### src/rtl/edo_ctrl_pkg.sv
package edo_ctrl_pkg;

  typedef enum logic [2:0] {
    ST_IDLE,
    ST_CLOSE,
    ST_PRECH,
    ST_PREP,
    ST_ARM,
    ST_COL
  } edo_state_e;

  localparam int TI_RAS   = 0;  // cycles since row strobe fell
  localparam int TI_RP    = 1;  // cycles since row strobe rose
  localparam int TI_CP    = 2;  // cycles since column strobe rose
  localparam int TI_COL   = 3;  // cycles since column strobe fell
  localparam int N_TIMERS = 4;

  function automatic int unsigned umax(input int unsigned a, input int unsigned b);
    return (a > b) ? a : b;
  endfunction

endpackage

### src/rtl/edo_span_counter.sv
module edo_span_counter #(
  parameter int unsigned LIMIT = 15,
  parameter int unsigned W     = $clog2(LIMIT + 1)
) (
  input  logic         clk,
  input  logic         rst_n,
  input  logic         restart,
  output logic [W-1:0] count
);
  localparam logic [W-1:0] TOP = W'(LIMIT);

  // count = clocks that will have elapsed at the next edge since the restart edge
  always_ff @(posedge clk) begin
    if (!rst_n)              count <= '0;
    else if (restart)        count <= W'(1);
    else if (count != TOP)   count <= count + 1'b1;
  end
endmodule

### src/rtl/edo_row_tracker.sv
module edo_row_tracker #(
  parameter int unsigned ROW_W = 11
) (
  input  logic             clk,
  input  logic             rst_n,
  input  logic             open_i,
  input  logic             close_i,
  input  logic [ROW_W-1:0] open_row_i,
  input  logic [ROW_W-1:0] probe_row_i,
  output logic             is_open_o,
  output logic             hit_o
);
  logic [ROW_W-1:0] row_q;

  always_ff @(posedge clk) begin
    if (!rst_n) begin
      is_open_o <= 1'b0;
      row_q     <= '0;
    end else if (open_i) begin
      is_open_o <= 1'b1;
      row_q     <= open_row_i;
    end else if (close_i) begin
      is_open_o <= 1'b0;
    end
  end

  assign hit_o = is_open_o && (row_q == probe_row_i);
endmodule

### src/rtl/edo_page_ctrl.sv
module edo_page_ctrl
  import edo_ctrl_pkg::*;
#(
  parameter int unsigned ROW_W      = 11,
  parameter int unsigned COL_W      = 11,
  parameter int unsigned DQ_W       = 4,
  parameter int unsigned T_RAC      = 3,
  parameter int unsigned T_CAC      = 1,
  parameter int unsigned T_AA       = 2,
  parameter int unsigned T_OEA      = 1,
  parameter int unsigned T_RAS      = 3,
  parameter int unsigned T_RP       = 2,
  parameter int unsigned T_CP       = 1,
  parameter int unsigned T_RCD      = 1,
  parameter int unsigned T_CASW     = 1,
  parameter int unsigned T_OPEN_MAX = 500,
  localparam int unsigned ADDR_W    = ROW_W + COL_W,
  localparam int unsigned PIN_W     = (ROW_W > COL_W) ? ROW_W : COL_W
) (
  input  logic              clk,
  input  logic              rst_n,
  input  logic              req_valid,
  output logic              req_ready,
  input  logic [ADDR_W-1:0] req_addr,
  input  logic              req_we,
  input  logic [DQ_W-1:0]   req_wdata,
  output logic              rd_valid,
  output logic [DQ_W-1:0]   rd_data,
  input  logic              ref_grant,
  output logic              ref_ack,
  output logic              ras_n,
  output logic              cas_n,
  output logic              we_n,
  output logic              oe_n,
  output logic [PIN_W-1:0]  mem_addr,
  output logic [DQ_W-1:0]   dq_out,
  output logic              dq_oe,
  input  logic [DQ_W-1:0]   dq_in
);
  localparam int unsigned COL_ACC = umax(umax(T_CAC, T_AA), T_OEA);
  localparam int unsigned CNT_MAX = umax(umax(umax(T_OPEN_MAX, T_RAC), umax(T_RAS, T_RP)),
                                         umax(umax(T_CP, T_RCD), umax(T_CASW, COL_ACC)));
  localparam int unsigned CNT_W   = $clog2(CNT_MAX + 1);

  localparam logic [CNT_W-1:0] L_RAC  = CNT_W'(T_RAC);
  localparam logic [CNT_W-1:0] L_COL  = CNT_W'(COL_ACC);
  localparam logic [CNT_W-1:0] L_RAS  = CNT_W'(T_RAS);
  localparam logic [CNT_W-1:0] L_RP   = CNT_W'(T_RP);
  localparam logic [CNT_W-1:0] L_CP   = CNT_W'(T_CP);
  localparam logic [CNT_W-1:0] L_RCD  = CNT_W'(T_RCD);
  localparam logic [CNT_W-1:0] L_CASW = CNT_W'(T_CASW);
  localparam logic [CNT_W-1:0] L_OPEN = CNT_W'(T_OPEN_MAX);

  // ---------------- interval timers ----------------
  logic [N_TIMERS-1:0] tmr_restart;
  logic [CNT_W-1:0]    tmr_cnt [N_TIMERS];

  generate
    for (genvar g = 0; g < N_TIMERS; g++) begin : g_tmr
      edo_span_counter #(.LIMIT(CNT_MAX), .W(CNT_W)) u_tmr (
        .clk     (clk),
        .rst_n   (rst_n),
        .restart (tmr_restart[g]),
        .count   (tmr_cnt[g])
      );
    end
  endgenerate

  logic [CNT_W-1:0] ras_cnt, rp_cnt, cp_cnt, col_cnt;
  assign ras_cnt = tmr_cnt[TI_RAS];
  assign rp_cnt  = tmr_cnt[TI_RP];
  assign cp_cnt  = tmr_cnt[TI_CP];
  assign col_cnt = tmr_cnt[TI_COL];

  // ---------------- open row ----------------
  logic [ROW_W-1:0] req_row, lat_row;
  logic [COL_W-1:0] req_col, lat_col;
  logic             lat_we;
  logic [DQ_W-1:0]  lat_wdata;
  logic             row_set, row_clr, row_open, row_hit;

  assign req_row = req_addr[ADDR_W-1:COL_W];
  assign req_col = req_addr[COL_W-1:0];

  edo_row_tracker #(.ROW_W(ROW_W)) u_rows (
    .clk         (clk),
    .rst_n       (rst_n),
    .open_i      (row_set),
    .close_i     (row_clr),
    .open_row_i  (lat_row),
    .probe_row_i (req_row),
    .is_open_o   (row_open),
    .hit_o       (row_hit)
  );

  // ---------------- sequencer ----------------
  edo_state_e       st_q, st_d;
  logic             pend_q, pend_d;
  logic             ras_d, cas_d, we_d, oe_d, dqoe_d, rdv_d;
  logic [PIN_W-1:0] addr_d;
  logic [DQ_W-1:0]  dqo_d, rdd_d;
  logic             take, aged;

  assign aged      = row_open && (ras_cnt >= L_OPEN);
  assign req_ready = (st_q == ST_IDLE) && !ref_grant && !aged;
  assign take      = req_valid && req_ready;
  assign ref_ack   = (st_q == ST_IDLE) && ref_grant && !row_open && (rp_cnt >= L_RP);

  always_comb begin
    st_d        = st_q;
    pend_d      = pend_q;
    ras_d       = ras_n;
    cas_d       = cas_n;
    we_d        = we_n;
    oe_d        = oe_n;
    addr_d      = mem_addr;
    dqoe_d      = dq_oe;
    dqo_d       = dq_out;
    rdv_d       = 1'b0;
    rdd_d       = rd_data;
    tmr_restart = '0;
    row_set     = 1'b0;
    row_clr     = 1'b0;
    unique case (st_q)
      ST_IDLE: begin
        if (row_open && (ref_grant || aged)) begin
          st_d   = ST_CLOSE;
          pend_d = 1'b0;
        end else if (take) begin
          if (!row_open) begin
            st_d   = ST_PRECH;
            addr_d = PIN_W'(req_row);
          end else if (row_hit) begin
            st_d   = ST_ARM;
            addr_d = PIN_W'(req_col);
            we_d   = !req_we;
            dqoe_d = req_we;
            dqo_d  = req_wdata;
          end else begin
            st_d   = ST_CLOSE;
            pend_d = 1'b1;
          end
        end
      end
      ST_CLOSE: begin
        if (ras_cnt >= L_RAS) begin
          ras_d               = 1'b1;
          tmr_restart[TI_RP]  = 1'b1;
          row_clr             = 1'b1;
          if (pend_q) begin
            st_d   = ST_PRECH;
            addr_d = PIN_W'(lat_row);
          end else begin
            st_d   = ST_IDLE;
          end
        end
      end
      ST_PRECH: begin
        if (rp_cnt >= L_RP) begin
          ras_d               = 1'b0;
          tmr_restart[TI_RAS] = 1'b1;
          row_set             = 1'b1;
          st_d                = ST_PREP;
        end
      end
      ST_PREP: begin
        addr_d = PIN_W'(lat_col);
        we_d   = !lat_we;
        dqoe_d = lat_we;
        dqo_d  = lat_wdata;
        st_d   = ST_ARM;
      end
      ST_ARM: begin
        if ((ras_cnt >= L_RCD) && (cp_cnt >= L_CP)) begin
          cas_d               = 1'b0;
          oe_d                = lat_we;
          tmr_restart[TI_COL] = 1'b1;
          st_d                = ST_COL;
        end
      end
      ST_COL: begin
        if (lat_we ? (col_cnt >= L_CASW)
                   : ((col_cnt >= L_COL) && (ras_cnt >= L_RAC))) begin
          cas_d              = 1'b1;
          oe_d               = 1'b1;
          we_d               = 1'b1;
          dqoe_d             = 1'b0;
          tmr_restart[TI_CP] = 1'b1;
          st_d               = ST_IDLE;
          if (!lat_we) begin
            rdv_d = 1'b1;
            rdd_d = dq_in;
          end
        end
      end
      default: st_d = ST_IDLE;
    endcase
  end

  always_ff @(posedge clk) begin
    if (!rst_n) begin
      st_q      <= ST_IDLE;
      pend_q    <= 1'b0;
      ras_n     <= 1'b1;
      cas_n     <= 1'b1;
      we_n      <= 1'b1;
      oe_n      <= 1'b1;
      mem_addr  <= '0;
      dq_oe     <= 1'b0;
      dq_out    <= '0;
      rd_valid  <= 1'b0;
      rd_data   <= '0;
      lat_row   <= '0;
      lat_col   <= '0;
      lat_we    <= 1'b0;
      lat_wdata <= '0;
    end else begin
      st_q     <= st_d;
      pend_q   <= pend_d;
      ras_n    <= ras_d;
      cas_n    <= cas_d;
      we_n     <= we_d;
      oe_n     <= oe_d;
      mem_addr <= addr_d;
      dq_oe    <= dqoe_d;
      dq_out   <= dqo_d;
      rd_valid <= rdv_d;
      rd_data  <= rdd_d;
      if (take) begin
        lat_row   <= req_row;
        lat_col   <= req_col;
        lat_we    <= req_we;
        lat_wdata <= req_wdata;
      end
    end
  end
endmodule

### config.mk
export PLATFORM = sky130hd
export DESIGN_NAME = edo_page_ctrl
export DESIGN_NICKNAME = d
export VERILOG_FILES = /design/src/rtl/edo_ctrl_pkg.sv /design/src/rtl/edo_span_counter.sv /design/src/rtl/edo_row_tracker.sv /design/src/rtl/edo_page_ctrl.sv
export SDC_FILE = /design/constraint.sdc
export NUM_CORES = 1
export LEC_CHECK = 0
export ABC_AREA = 1
export BUFFER_PORTS_ARGS = -buffer_cell sky130_fd_sc_hd__buf_4
export CORE_ASPECT_RATIO = 1.25
export CORE_MARGIN = 10
export CORE_UTILIZATION = 53
export CTS_CLUSTER_SIZE = 28
export DETAILED_ROUTE_END_ITERATION = 6
export GPL_ROUTABILITY_DRIVEN = 1
export GPL_TIMING_DRIVEN = 0
export MAX_ROUTING_LAYER = met4
export PLACE_DENSITY = 0.81
export SYNTH_ARGS = -nofsm -noshare
export SYNTH_HDL_FRONTEND = slang
export SYNTH_SLANG_ARGS = --single-unit
### constraint.sdc
create_clock -name clk -period 1.5 [get_ports clk]
set_input_delay 0 -clock clk [delete_from_list [all_inputs] [get_ports clk]]
set_output_delay 0 -clock clk [all_outputs]
set_load 0.1 [all_outputs]
---- After elaboration in Yosys (flattened, before gate mapping) ----
Cells that the tools add are included.
cells by class
  $add $sub $neg .......................... 4
  order comparisons ....................... 7
  eq/ne operators ......................... 22
  mux-type cells .......................... 65
  bitwise logic cells ..................... 2
  reduce and logical (&&, ||, !) cells .... 43
operators with widths
  operator                                                                              count
  11-bit 2-to-1 mux                                                                     6
  1-bit 2-to-1 mux                                                                      38
  9-bit by 1-bit adder with 9-bit output (second input constant)                        4
  9-bit inequality test (second input constant)                                         4
  11-bit one-hot mux with 3 select lines                                                1
  9-bit by 1-bit greater-or-equal comparator with 1-bit output (second input constant)  3
  9-bit by 2-bit greater-or-equal comparator with 1-bit output (second input constant)  3
  3-bit 2-to-1 mux                                                                      8
  2-bit nonzero test                                                                    10
  3-bit one-hot mux with 6 select lines                                                 1
  4-bit 2-to-1 mux                                                                      4
  2-bit inequality test (second input constant)                                         8
  3-bit AND reduction                                                                   4
  6-bit AND reduction                                                                   2
  11-bit == test                                                                        1
  1-bit logical AND                                                                     11
  5-bit AND reduction                                                                   2
  9-bit greater-or-equal comparator (second input constant)                             1
  4-bit one-hot mux with 2 select lines                                                 1
  2-bit OR reduction                                                                    4
  3-bit by 2-bit == test with 1-bit output (second input constant)                      2
  3-bit == test (second input constant)                                                 2
  1-bit one-hot mux with 2 select lines                                                 3
  1-bit one-hot mux with 3 select lines                                                 2
  other kinds (11)                                                                      18
word-level totals
  register bits after elaboration ......... 104
  input port bits ......................... 35

---- Depth between registers and ports, before layout ----
Gate-level depths: netlist of run 1.
  depth in word-level cells ............... 8
  gate-level depth with buffers ........... 13
  mapped depth without buffers ............ 13

---- Modules after synthesis ----
From an unflattened synthesis of run 1, not the netlist that was laid out.
second synthesis, totals
  cells, all modules ...................... 774
  area total of the unflattened synthesis .. 5290.1 um^2
by module, submodules not included
  module                                  instances  cells each  area each (um^2)
  edo_page_ctrl                           1          423         2820.2
  edo_span_counter at g_tmr[0].u_tmr ...  3          65          469.2
  edo_row_tracker                         1          95          610.6
  edo_span_counter at g_tmr[3].u_tmr      1          61          451.7

---- Least setup slack after synthesis of run 1 ----
No wires, ideal clock.
  path kind ............................... register to output
  from .................................... reg st_q[1]
  to ...................................... out ref_ack
  arrival time ............................ 2925 ps
  required time ........................... 1500 ps
  slack ................................... -1425 ps
  cell stages (with the launch flop) ...... 6
  path through ............................ dfxtp_1 > nor2_4 > nand2_4 > nor2_1 > inv_1 > nor3_1
on the way
  longest elaborated chain between the ends .. 4
RTL lines
  item                             line                  RTL
  start: declaration               edo_page_ctrl.sv:97   edo_state_e st_q, st_d;
  start signal: assignment         edo_page_ctrl.sv:218  st_q <= st_d;
  3-bit logical NOT                edo_page_ctrl.sv:107  assign ref_ack = (st_q == ST_IDLE) && ref_grant && !row_open && (rp_cnt >= L_RP);
  1-bit logical AND (3 in series)  edo_page_ctrl.sv:107
  end: declaration                 edo_page_ctrl.sv:30   output logic ref_ack,
Every way passes these cells.

---- Final worst setup path of run 1 ----
  from .................................... reg st_q[2]
  to ...................................... reg mem_addr[2]
on the way
  longest elaborated chain between the ends .. 6
  elaborated cells between the ends (all ways) .. 14
  classes of those cells .................. eq/ne: 7; mux: 1; reduce/logical: 6
RTL lines
  item                             line                                        RTL
  3-bit logical NOT                edo_page_ctrl.sv:105, edo_page_ctrl.sv:124
  1-bit logical AND (2 in series)  edo_page_ctrl.sv:105                        assign req_ready = (st_q == ST_IDLE) && !ref_grant && !aged;
  1-bit logical AND                edo_page_ctrl.sv:106                        assign take = req_valid && req_ready;
  2-bit inequality test (no line)  -
  6-bit AND reduction (no line)    -
  end signal: assignment           edo_page_ctrl.sv:224                        mem_addr <= addr_d;
  end: declaration                 edo_page_ctrl.sv:35                         output logic [PIN_W-1:0] mem_addr,
Parallel ways exist; a longest one is shown, timed or not.
A chain may end at the register's enable or synchronous reset.

==> results of run 1 <==
cell type report:
type                            instances  area, µm²
Fill cell                             447       1630
Clock inverter                          5       38.8
Clock buffer                           11        243
Inverter                               84        335
Sequential cell                       104       2140
Timing Repair Buffer                  152       1330
Buffer                                 25        196
Multi-Input combinational cell        511       3490
Tap cell                              126        158
layout by cell type, fill, tap and decap left out, drive strengths merged, types with 12 or more instances in the layout:
cell type and count:
o21ai 42, ha 13, a21oi 86, nand4 12
xor2 12, dfxtp 104, inv 84, buf 136
nand3 51, nand2 163, nor2 78, dlygate4sd3 31
clkbuf 21, xnor2 13
routing by layer:
metal / GRT usage [%] / part of all wire [%] / up-vias / routed length (µm)
met5: - / 0 / - / 0
met4: 15.9 / 7.8 / 0 / 1760
met3: 4.05 / 9.1 / 218 / 2050
met2: 43.2 / 49 / 577 / 11100
met1: 24.1 / 34 / 2983 / 7530
li1: - / - / 2693 / -
kinds of logic (layout without fill, tap and decap cells):
family / Yosys count / after routing / synth area share (%)
simple gates: 324 / 325 / 28.0
compound gates: 148 / 148 / 15.6
buf+inv: 110 / 277 / 8.70
flops: 104 / 104 / 40.3
xor+xnor: 25 / 25 / 4.24
fa+ha+maj: 13 / 13 / 3.15
through the flow:
stage               setup TNS, ns  setup WS [ns]  std cells
global route               -13.62         -0.333       1018
floorplan                  -0.255        -0.0258        724
finish                      -8.81         -0.313       1018
detailed placement         -16.30         -0.383        910
CTS                         -1.68         -0.108        996
global placement           -12.13         -0.315        910
worst max path at each step:
stage                                            to  slack [ns]  cells after the start
2_1_floorplan  g_tmr[0].u_tmr.count[1]$_SDFFE_PP0P_       -0.03                     10
3_3_place_gp                rd_data[3]$_SDFFE_PN0P_       -0.31                     10
3_5_place_dp                rd_data[0]$_SDFFE_PN0P_       -0.38                     10
4_1_cts                    mem_addr[0]$_SDFFE_PN0P_       -0.11                     10
5_1_grt                    mem_addr[0]$_SDFFE_PN0P_       -0.33                      9
6_report                   mem_addr[2]$_SDFFE_PN0P_       -0.31                      8
where the power goes:
group	switching (mW)	leakage, nW	internal [mW]
registers	0.331	0.860	3.13
logic	4.31	2.29	2.20
clock network	1.18	0.137	1.19
timing repair:
action	CTS	global route
buffers inserted	36	22
pin swaps	33	52
gates cloned	3	2
hold endpoints to repair	31	0
hold buffers	31	0
resized for setup	152	174
setup endpoints to repair	98	99
worst register-to-register path, delay by kind of cell (launching register included):
| family | cells | cell delay [ns] |
|---|---|---|
| buffers and inverters | 2 | 0.31 |
| AND/OR/NAND/NOR | 5 | 0.52 |
| flip-flops | 1 | 0.39 |
| AO/OA/AOI/OAI | 1 | 0.49 |
flip-flops by register name (all words and copies together), names as in the netlist, 3 cells and up:
| signal | count |
|---|---|
| g_tmr.u_tmr.count | 36 |
| lat_col | 11 |
| lat_row | 11 |
| mem_addr | 11 |
| u_rows.row_q | 11 |
| dq_out | 4 |
| lat_wdata | 4 |
| rd_data | 4 |
| st_q | 3 |
==> impl_metrics.toml, run 1 <==
[run_status]
outcome = "complete, but fails checks"
violations = "DRC, setup timing"

[critical_path]
startpoint_type = "register"
slowest_stage = "a221oi_1"
critPathMaxStageDelay_ns = 0.49
cp_top_family = "simple AND/OR/NAND/NOR gates"
worst-r2r-setup-slack_ns = -0.31
endpoint_kind = "register"
crit_chain = "inv_4, nand2_2, nor2_4, clkbuf_2, a221oi_1, nand3_1, nand2_1, nor2_1"
rr_startpoint = "st_q[2]$_SDFFE_PN0P_"
crit_buf_inv = 2
worst-endpoint-arrival_ns = 2.08
critical_path.startpoint = "st_q[2]$_SDFFE_PN0P_"
cp_max_fo = 10
rr_worst_depth = 8
path_class = "register to register"
cp.required_ns = 1.76
rr_endpoint = "mem_addr[2]$_SDFFE_PN0P_"

[logic_synthesis]
ys_top_cells_by_count = "nand2_1 (159), dfxtp_1 (104), a21oi_1 (86)"
ys_types = 38
synth-seq-area-share_pct = 40.3
async_flop_share_pct = 0
post-synth-top-area-fraction_pct = 40.3
syn-num-nets = 772
synth_edf_count = 0
ys_ff_latch = 104
synthCells = 724
ys.warnings.count = 0
yosysMostFrequentCell = "nand2_1"
synth_area_leaders = "dfxtp_1 (40%), nand2_1 (12%), a21oi_1 (8.3%)"
synth_area_um2 = 5160
synth_ff_type = "dfxtp_1"
syn_avg_cell_area_um2 = 7.13
synth_area_leader_cell = "dfxtp_1"

[global_routing]
groute.usage.overall_pct = 24.4
grt.overflow.total = 0
grt_pass1_vias = 5860
grt_max_degree = 18
grt_pass1_wl_um = 27000
antenna_found_initial = 0

[job]
drv_cap = 0

[layout]
fin_area_um2 = 7930
finish.utilization_pct = 82.9
num_antenna_cells = 0
areaGrowthSynthToFinish_pct = 53.6
layout.nets = 935
drive_gt1_share_pct = 41.9

[route]
wirelength_um = 22400
viasPerCell = 6.36
routedWlPerCell_um = 22.1
route.vias.total = 6471
dr.pass1.iters = 7
antenna_left = 0
drtIter0Drc = 802
route.detailed.drc = 5

[clock_tree]
cts-htree-levels = 3
cts_tree = "yes"
clock-root-buffer = "clkbuf_16"
clkLatencyLatePin_ns = 0.37
cts_buffer_depth = 2
cts_buffers = 9
cts_sinks = 104
path_clk_slew_ns = 0.08

[floorplan]
rows = 40
dieHeight_um = 130
die_w_um = 108
dieArea_um2 = 14100
coreArea_um2 = 9560
io_pins = 62
start_util_pct = 54.0

[sta]
hold_viol_final = 0
finalMaxSlewViolations = 0
min_period_ns = 1.81
tightest_slew_ns = 0.858
min_period_over_period_pct = 121
rsz0062_at_grt = "yes"
worst_hold_slack_ns = 0.148
fin_ws_ns = -0.313
slew_headroom_pct = 42.8
setup_viol = 78
fmax_ghz = 0.552
fin_worst_skew_ns = 0.0177

[power_and_ir_drop]
p_leak_nw = 3.29
totalPowerFinal_mw = 12.3
ir_drop_mv = 1.24
cellPowerDensity_nw_per_um2 = 1560

[place]
hpwl_um = 10300
io_buffers = 60
globalplace.congestion = 0.916
placed_cell_area_um2 = 5820

[min_path]
hold_depth = 3
hold_start = "rst_n"
min_to = "g_tmr[0].u_tmr.count[3]$_SDFFE_PP0P_"
hold_class = "input pin to register"
Note: power is estimated with default switching activity, not from simulation.
==> inputs of run 2 (changes only) <==
--- a/config.mk
+++ b/config.mk
@@ -9,13 +9,15 @@
 export BUFFER_PORTS_ARGS = -buffer_cell sky130_fd_sc_hd__buf_4
 export CORE_ASPECT_RATIO = 1.25
 export CORE_MARGIN = 10
-export CORE_UTILIZATION = 53
+export CORE_UTILIZATION = 32
 export CTS_CLUSTER_SIZE = 28
 export DETAILED_ROUTE_END_ITERATION = 6
 export GPL_ROUTABILITY_DRIVEN = 1
 export GPL_TIMING_DRIVEN = 0
 export MAX_ROUTING_LAYER = met4
-export PLACE_DENSITY = 0.81
+export PLACE_DENSITY = 0.55
+export SLEW_MARGIN = 40
 export SYNTH_ARGS = -nofsm -noshare
 export SYNTH_HDL_FRONTEND = slang
+export SYNTH_HIERARCHICAL = 1
 export SYNTH_SLANG_ARGS = --single-unit
==> run 2 against run 1 <==
The flow finishes with violations (setup timing). First-iteration DRC count is 70% lower. Total power is 8.5% lower. Clock power down 3%. Maximum frequency is 0.38% higher. Highest routed layer unchanged.
==> impl_metrics.toml, run 2 <==
[clock_tree]
clock-root-buffer = "clkbuf_16"
cts_buffers = 9
clkLatencyLatePin_ns = 0.36
cts_sinks = 104
cts_buffer_depth = 2
path_clk_slew_ns = 0.07
cts-htree-levels = 3
cts_tree = "yes"

[critical_path]
startpoint_type = "register"
path_class = "register to register"
endpoint_kind = "register"
cp.required_ns = 1.76
worst-endpoint-arrival_ns = 2.06
cp_max_fo = 10

[logic_synthesis]
yosysMostFrequentCell = "nand2_1"
ys_types = 37
synth_area_um2 = 5290
synth_edf_count = 0
synth_ff_type = "dfxtp_1"
ys_top_cells_by_count = "nand2_1 (217), dfxtp_1 (104), a21oi_1 (83), inv_1 (83), nor2_1 (81)"
ys_ff_latch = 104
synth-seq-area-share_pct = 39.4
synth_area_leader_cell = "dfxtp_1"
synthCells = 774
syn-num-nets = 817
async_flop_share_pct = 0
syn_avg_cell_area_um2 = 6.83
ys.warnings.count = 6
synth_area_leaders = "dfxtp_1 (39%), nand2_1 (15%), a21oi_1 (7.9%)"
post-synth-top-area-fraction_pct = 39.4

[place]
place_inst = 1051
globalplace.congestion = 0.877
io_buffers = 61
hpwl_um = 10900

[route]
top_layer = "met4"
drtIter0Drc = 239
drt-met1-wl_um = 6750
route.detailed.drc = 0
viasPerCell = 4.68
met2_length_um = 7830
dr.pass1.iters = 4
routedWlPerCell_um = 13.5
wl_met3_um = 470
antenna_left = 0
route.vias.total = 5348
wirelength_um = 15400

[floorplan]
dieArea_um2 = 22100
start_util_pct = 32.7
dieHeight_um = 164
coreArea_um2 = 16200
io_pins = 62
rows = 52
die_w_um = 135

[sta]
fin_worst_skew_ns = 0.00592
hold_viol_final = 0
min_period_ns = 1.81
fin_ws_ns = -0.306
setup_viol = 61
tightest_slew_ns = 0.598
worst_hold_slack_ns = 0.154
finalMaxSlewViolations = 0
min_period_over_period_pct = 120
tns_ns = -8.61
slew_headroom_pct = 60.1
fmax_ghz = 0.554
rsz0062_at_grt = "yes"

[power_and_ir_drop]
clkPwrFrac_pct = 20.5
power_frac_seq_pct = 31.2
combPwrFrac_pct = 48.3
p_leak_nw = 3.11
p_int_mw = 6.12
power_switching_mw = 5.17
ir_drop_mv = 1.37
swShare_pct = 45.8
cellPowerDensity_nw_per_um2 = 1510

[global_routing]
grt.overflow.total = 0
antenna_found_initial = 0
grt_max_degree = 19
grt_pass1_vias = 5061
grt_pass1_wl_um = 24200
groute.usage.overall_pct = 13.8

[layout]
mostFrequentLayoutCell = "nand2_1"
num_antenna_cells = 0
nFillCells = 1665
finish.utilization_pct = 46.1
areaGrowthSynthToFinish_pct = 41.2
regMostFlops = "g_tmr.u_tmr/count"
largest_reg_flops = 36
final_cell_mix = "nand2_1 (187), buf_4 (94), a21oi_1 (80), dfxtp_1 (77), inv_1 (69)"
layout.nets = 964
drive_gt1_share_pct = 31.5
final_cells = 1142

[job]
drv_cap = 0

[min_path]
hold_class = "input pin to register"

[run_status]
outcome = "complete, but fails checks"
violations = "setup timing"
## run 2: changes by cell type after synthesis, sizes merged, moves of 3 or more
cell | previous run | this run
o21ai | 42 | 35
xor2 | 12 | 4
o22ai | 3 | 0
nand3b | 1 | 5
nand4 | 12 | 4
ha | 13 | 8
or2 | 6 | 1
xnor2 | 13 | 8
inv | 83 | 91
nand2 | 163 | 223
nand3 | 50 | 41
o21a | 1 | 4
nor2 | 78 | 112
buf | 14 | 11
## run 2: cell families (layout without fill, tap and decap cells)
group	Yosys count	after routing	synth area share (%)
and+or+nand+nor	398	398	33.6
DFF	104	104	39.4
adders and majority gates	8	8	1.89
buffers and inverters	112	264	8.49
xor gates and xnor gates	12	12	1.99
AOI/OAI and AO/OA	140	140	14.7
## run 2: area by class of cell
class | count | area (µm²) | share of cell area (%)
timing repair buffer | 137 | 1210 | 16.1
inverter | 91 | 359 | 4.81
multi-input combinational | 558 | 3060 | 40.9
clock inverter | 6 | 52.6 | 0.703
buffer | 20 | 150 | 2.01
tap | 216 | 270 | 3.62
clock buffer | 10 | 239 | 3.20
sequential | 104 | 2140 | 28.6
## run 2: routing by layer
metal / global-route usage (%) / vias to the layer above
met1: 15.8 / 2449
met4: 5.64 / 0
li1: - / 2786
met5: - / -
met2: 23.7 / 93
met3: 2.02 / 20
## run 2: final timing paths
| path | from | end | slack [ns] | cells past startpoint |
|---|---|---|---|---|
| setup reg to reg | st_q[2]$_SDFFE_PN0P_ | mem_addr[1]$_SDFFE_PN0P_ | -0.31 | 8 |
| setup / recovery | st_q[2]$_SDFFE_PN0P_ | mem_addr[1]$_SDFFE_PN0P_ | -0.31 | 8 |
| hold / removal | rst_n | u_rows/row_q[6]$_SDFFE_PN0P_ | 0.15 | 4 |
| hold reg to reg | rd_data[1]$_SDFFE_PN0P_ | rd_data[1]$_SDFFE_PN0P_ | 0.45 | 2 |
## run 2: stage by stage
stage | cell area [µm²] | setup WS (ns) | power, mW
5_1_grt | 7470 | -0.461 | 11.9
2_1_floorplan | 5340 | -0.107 | 7.18
4_1_cts | 7040 | -0.273 | 11.0
6_report | 7470 | -0.306 | 11.3
3_5_place_dp | 6070 | -0.482 | 8.22
3_3_place_gp | 6070 | -0.528 | 8.20
## run 2: repair_timing
action | in CTS | in global routing
pin swaps | 17 | 24
setup endpoints to repair | 102 | 93
hold buffers | 34 | 0
gates cloned | 1 | 3
resized for setup | 81 | 86
buffers inserted | 16 | 22
endpoints found under the hold margin | 35 | 0
## run 2: worst max-delay path: stages (launching register included)
cell      delay [ns]
dfxtp_2         0.43
inv_4           0.09
nand2_2         0.13
nor2_4          0.06
clkbuf_1        0.25
a221oi_1        0.54
nand2_4         0.09
nand2_4         0.07
nor2_2          0.03
## run 2: power groups by stage
stage	combinational [mW]	clock (mW)	sequential (mW)
after floorplan	2.12	0	5.06
after detailed placement	4.64	0	3.58
after CTS	5.12	2.38	3.54
final	5.46	2.31	3.53
after global routing	5.85	2.49	3.58
after global placement	4.62	0	3.58
==> inputs of run 3 (changes only) <==
--- a/config.mk
+++ b/config.mk
@@ -16,6 +16,7 @@
 export GPL_TIMING_DRIVEN = 0
 export MAX_ROUTING_LAYER = met4
 export PLACE_DENSITY = 0.55
+export REMOVE_ABC_BUFFERS = 1
 export SLEW_MARGIN = 40
 export SYNTH_ARGS = -nofsm -noshare
 export SYNTH_HDL_FRONTEND = slang
==> run 3 against run 2 <==
Global-route usage increased by 0.54 points. Clock skew grew 0.0073 ns. Worst setup slack better by 0.021 ns. Count of clock-buffer cells in the layout up 1. Core utilization up 1.9 points. Maximum frequency up 1.2%. Cell area grew 4.2%. Sequential cell count is the same. Wire length rose by 3.6%. Hold slack got worse by 0.059 ns. Via count is 3.3% higher. Largest power group unchanged. Total power grew 3.8%. The flow still finishes with violations (setup timing).
==> impl_metrics.toml, run 3 (synthesized netlist as in run 2, its figures left out) <==
[layout]
drive_gt1_share_pct = 36.4
final_cell_mix = "nand2_1 (196), buf_4 (104), dfxtp_1 (76), inv_1 (65), a21oi_1 (65)"
final_cells = 1150
fin_area_um2 = 7780
mostFrequentLayoutCell = "nand2_1"
areaGrowthSynthToFinish_pct = 47.1
num_antenna_cells = 0
largest_reg_flops = 36
layout.nets = 972
regMostFlops = "g_tmr.u_tmr/count"
finish.utilization_pct = 48.0

[global_routing]
top_usage_layer = "met2"
antenna_found_initial = 0
grt_pass1_wl_um = 25200
grt_use_met2_pct = 23.8
grt_use_met1_pct = 16.9
grt.overflow.total = 0
groute.usage.overall_pct = 14.3
grt_pass1_vias = 5242
grt_max_degree = 45
grt_util_met3_pct = 2.54

[place]
place_inst = 1030
globalplace.congestion = 0.799
hpwl_um = 9360
placed_cell_area_um2 = 5920
io_buffers = 61

[sta]
fin_worst_skew_ns = 0.0133
slew_headroom_pct = 59.0
finalMaxSlewViolations = 0
worst_hold_slack_ns = 0.0942
min_period_ns = 1.79
min_period_over_period_pct = 119
fin_ws_ns = -0.286
tightest_slew_ns = 0.615
hold_viol_final = 0
setup_viol = 52
rsz0062_at_grt = "yes"
fmax_ghz = 0.560

[critical_path]
startpoint_type = "register"
crit_top_cell = "nand2_1"
cp_max_fo = 7
worst-r2r-setup-slack_ns = -0.29
rr_worst_depth = 16
worst-endpoint-arrival_ns = 2.05
critical_path.startpoint = "u_rows/row_q[8]$_SDFFE_PN0P_"
critPathMaxStageDelay_ns = 0.34
path_class = "register to register"
endpoint_kind = "register"
cp.required_ns = 1.76
endpoint = "mem_addr[10]$_SDFFE_PN0P_"
rr_endpoint = "mem_addr[10]$_SDFFE_PN0P_"
rr_startpoint = "u_rows/row_q[8]$_SDFFE_PN0P_"
slowest_stage = "dfxtp_2"
crit_chain = "inv_2, nand2_1, nand2_1, inv_1, nand2_1, nor2_1, nand2_1, nor2_2, nand3_2, nand2_2, nand3_4, a21oi_4, buf_6, nand2_1, nand2_1, nor2_1"

[clock_tree]
cts_sinks = 104
path_clk_slew_ns = 0.08
cts-htree-levels = 3
clock-root-buffer = "clkbuf_16"
cts_buffer_depth = 2
cts_buffers = 9
clkLatencyLatePin_ns = 0.37
cts_tree = "yes"

[route]
route.detailed.drc = 0
antenna_left = 0
route.vias.total = 5522
routedWlPerCell_um = 13.9
drtIter0Drc = 266
wirelength_um = 15900
viasPerCell = 4.80
dr.pass1.iters = 4

[power_and_ir_drop]
clkPwrFrac_pct = 19.5
p_int_mw = 6.31
ir_drop_mv = 1.25
cellPowerDensity_nw_per_um2 = 1510
combPwrFrac_pct = 50.6
swShare_pct = 46.1
p_leak_nw = 3.18
power_switching_mw = 5.41
totalPowerFinal_mw = 11.7
power_frac_seq_pct = 29.9

[floorplan]
die_w_um = 135
io_pins = 62
dieArea_um2 = 22100
start_util_pct = 32.7
rows = 52
dieHeight_um = 164
coreArea_um2 = 16200

[run_status]
outcome = "complete, but fails checks"
violations = "setup timing"

[min_path]
hold_class = "input pin to register"
hold_start = "rst_n"

[job]
drv_cap = 0
-- run 3: cell count changes in the layout (fill, tap and decap cells not counted), sizes merged --
cell         previous run  this run
dlygate4sd3            34        31
inv                    93        91
clkbuf                 23        11
clkinv                  4         2
a21oi                  85        86
buf                   110       129
nand3                  41        43
clkinvlp                0         5
-- run 3: area by class of cell --
cell class	instances	area, µm²
sequential	104	2140
clock buffer	11	243
clock inverter	5	40.0
timing repair inverter	2	17.5
fill	1611	8420
tap	216	270
timing repair buffer	160	1400
multi-input combinational	561	3290
inverter	91	382
-- run 3: metrics by stage --
step / TNS, ns / setup slack (ns)
5_1_grt: -16.56 / -0.447
3_3_place_gp: -72.02 / -1.28
4_1_cts: -4.10 / -0.241
6_report: -7.06 / -0.286
3_5_place_dp: -59.61 / -1.29
2_1_floorplan: -17.07 / -1.28
-- run 3: worst min path at each step --
| stage | to | slack, ns | cells past startpoint |
|---|---|---|---|
| 6_report | we_n$_SDFFE_PN1P_ | 0.09 | 2 |
| 5_1_grt | cas_n$_SDFFE_PN1P_ | 0.11 | 2 |
| 2_1_floorplan | cas_n$_SDFFE_PN1P_ | 0.08 | 1 |
| 4_1_cts | we_n$_SDFFE_PN1P_ | 0.09 | 2 |
| 3_3_place_gp | lat_col[0]$_SDFFE_PN0P_ | 0.27 | 3 |
| 3_5_place_dp | lat_col[0]$_SDFFE_PN0P_ | 0.27 | 3 |
-- run 3: critical path: cells and delay by family, from the launching register on --
family / cells / cell delay, ns
AOI/OAI and AO/OA: 1 / 0.17
buffers and inverters: 3 / 0.23
DFF: 1 / 0.34
and+or+nand+nor: 12 / 0.94
-- run 3: power groups by stage --
stage | registers, mW | clock network [mW] | logic, mW
after floorplan | 5.06 | 0 | 1.92
after global placement | 3.56 | 0 | 4.44
after detailed placement | 3.56 | 0 | 4.44
after CTS | 3.49 | 2.34 | 5.55
after global routing | 3.55 | 2.48 | 6.34
final | 3.50 | 2.29 | 5.93
-- run 3: metal layers --
layer	up-vias	part of all wire (%)
li1	2796	-
met1	2600	44
met2	100	50
met3	26	3.6
met4	0	2.2
met5	-	0
-- run 3: repair_timing --
item	CTS	global route
pin swaps	31	32
hold buffers	31	0
gates resized for setup	120	104
buffers inserted	46	22
cloned	3	2
hold endpoints to repair	31	0
endpoints found under the setup margin	104	96
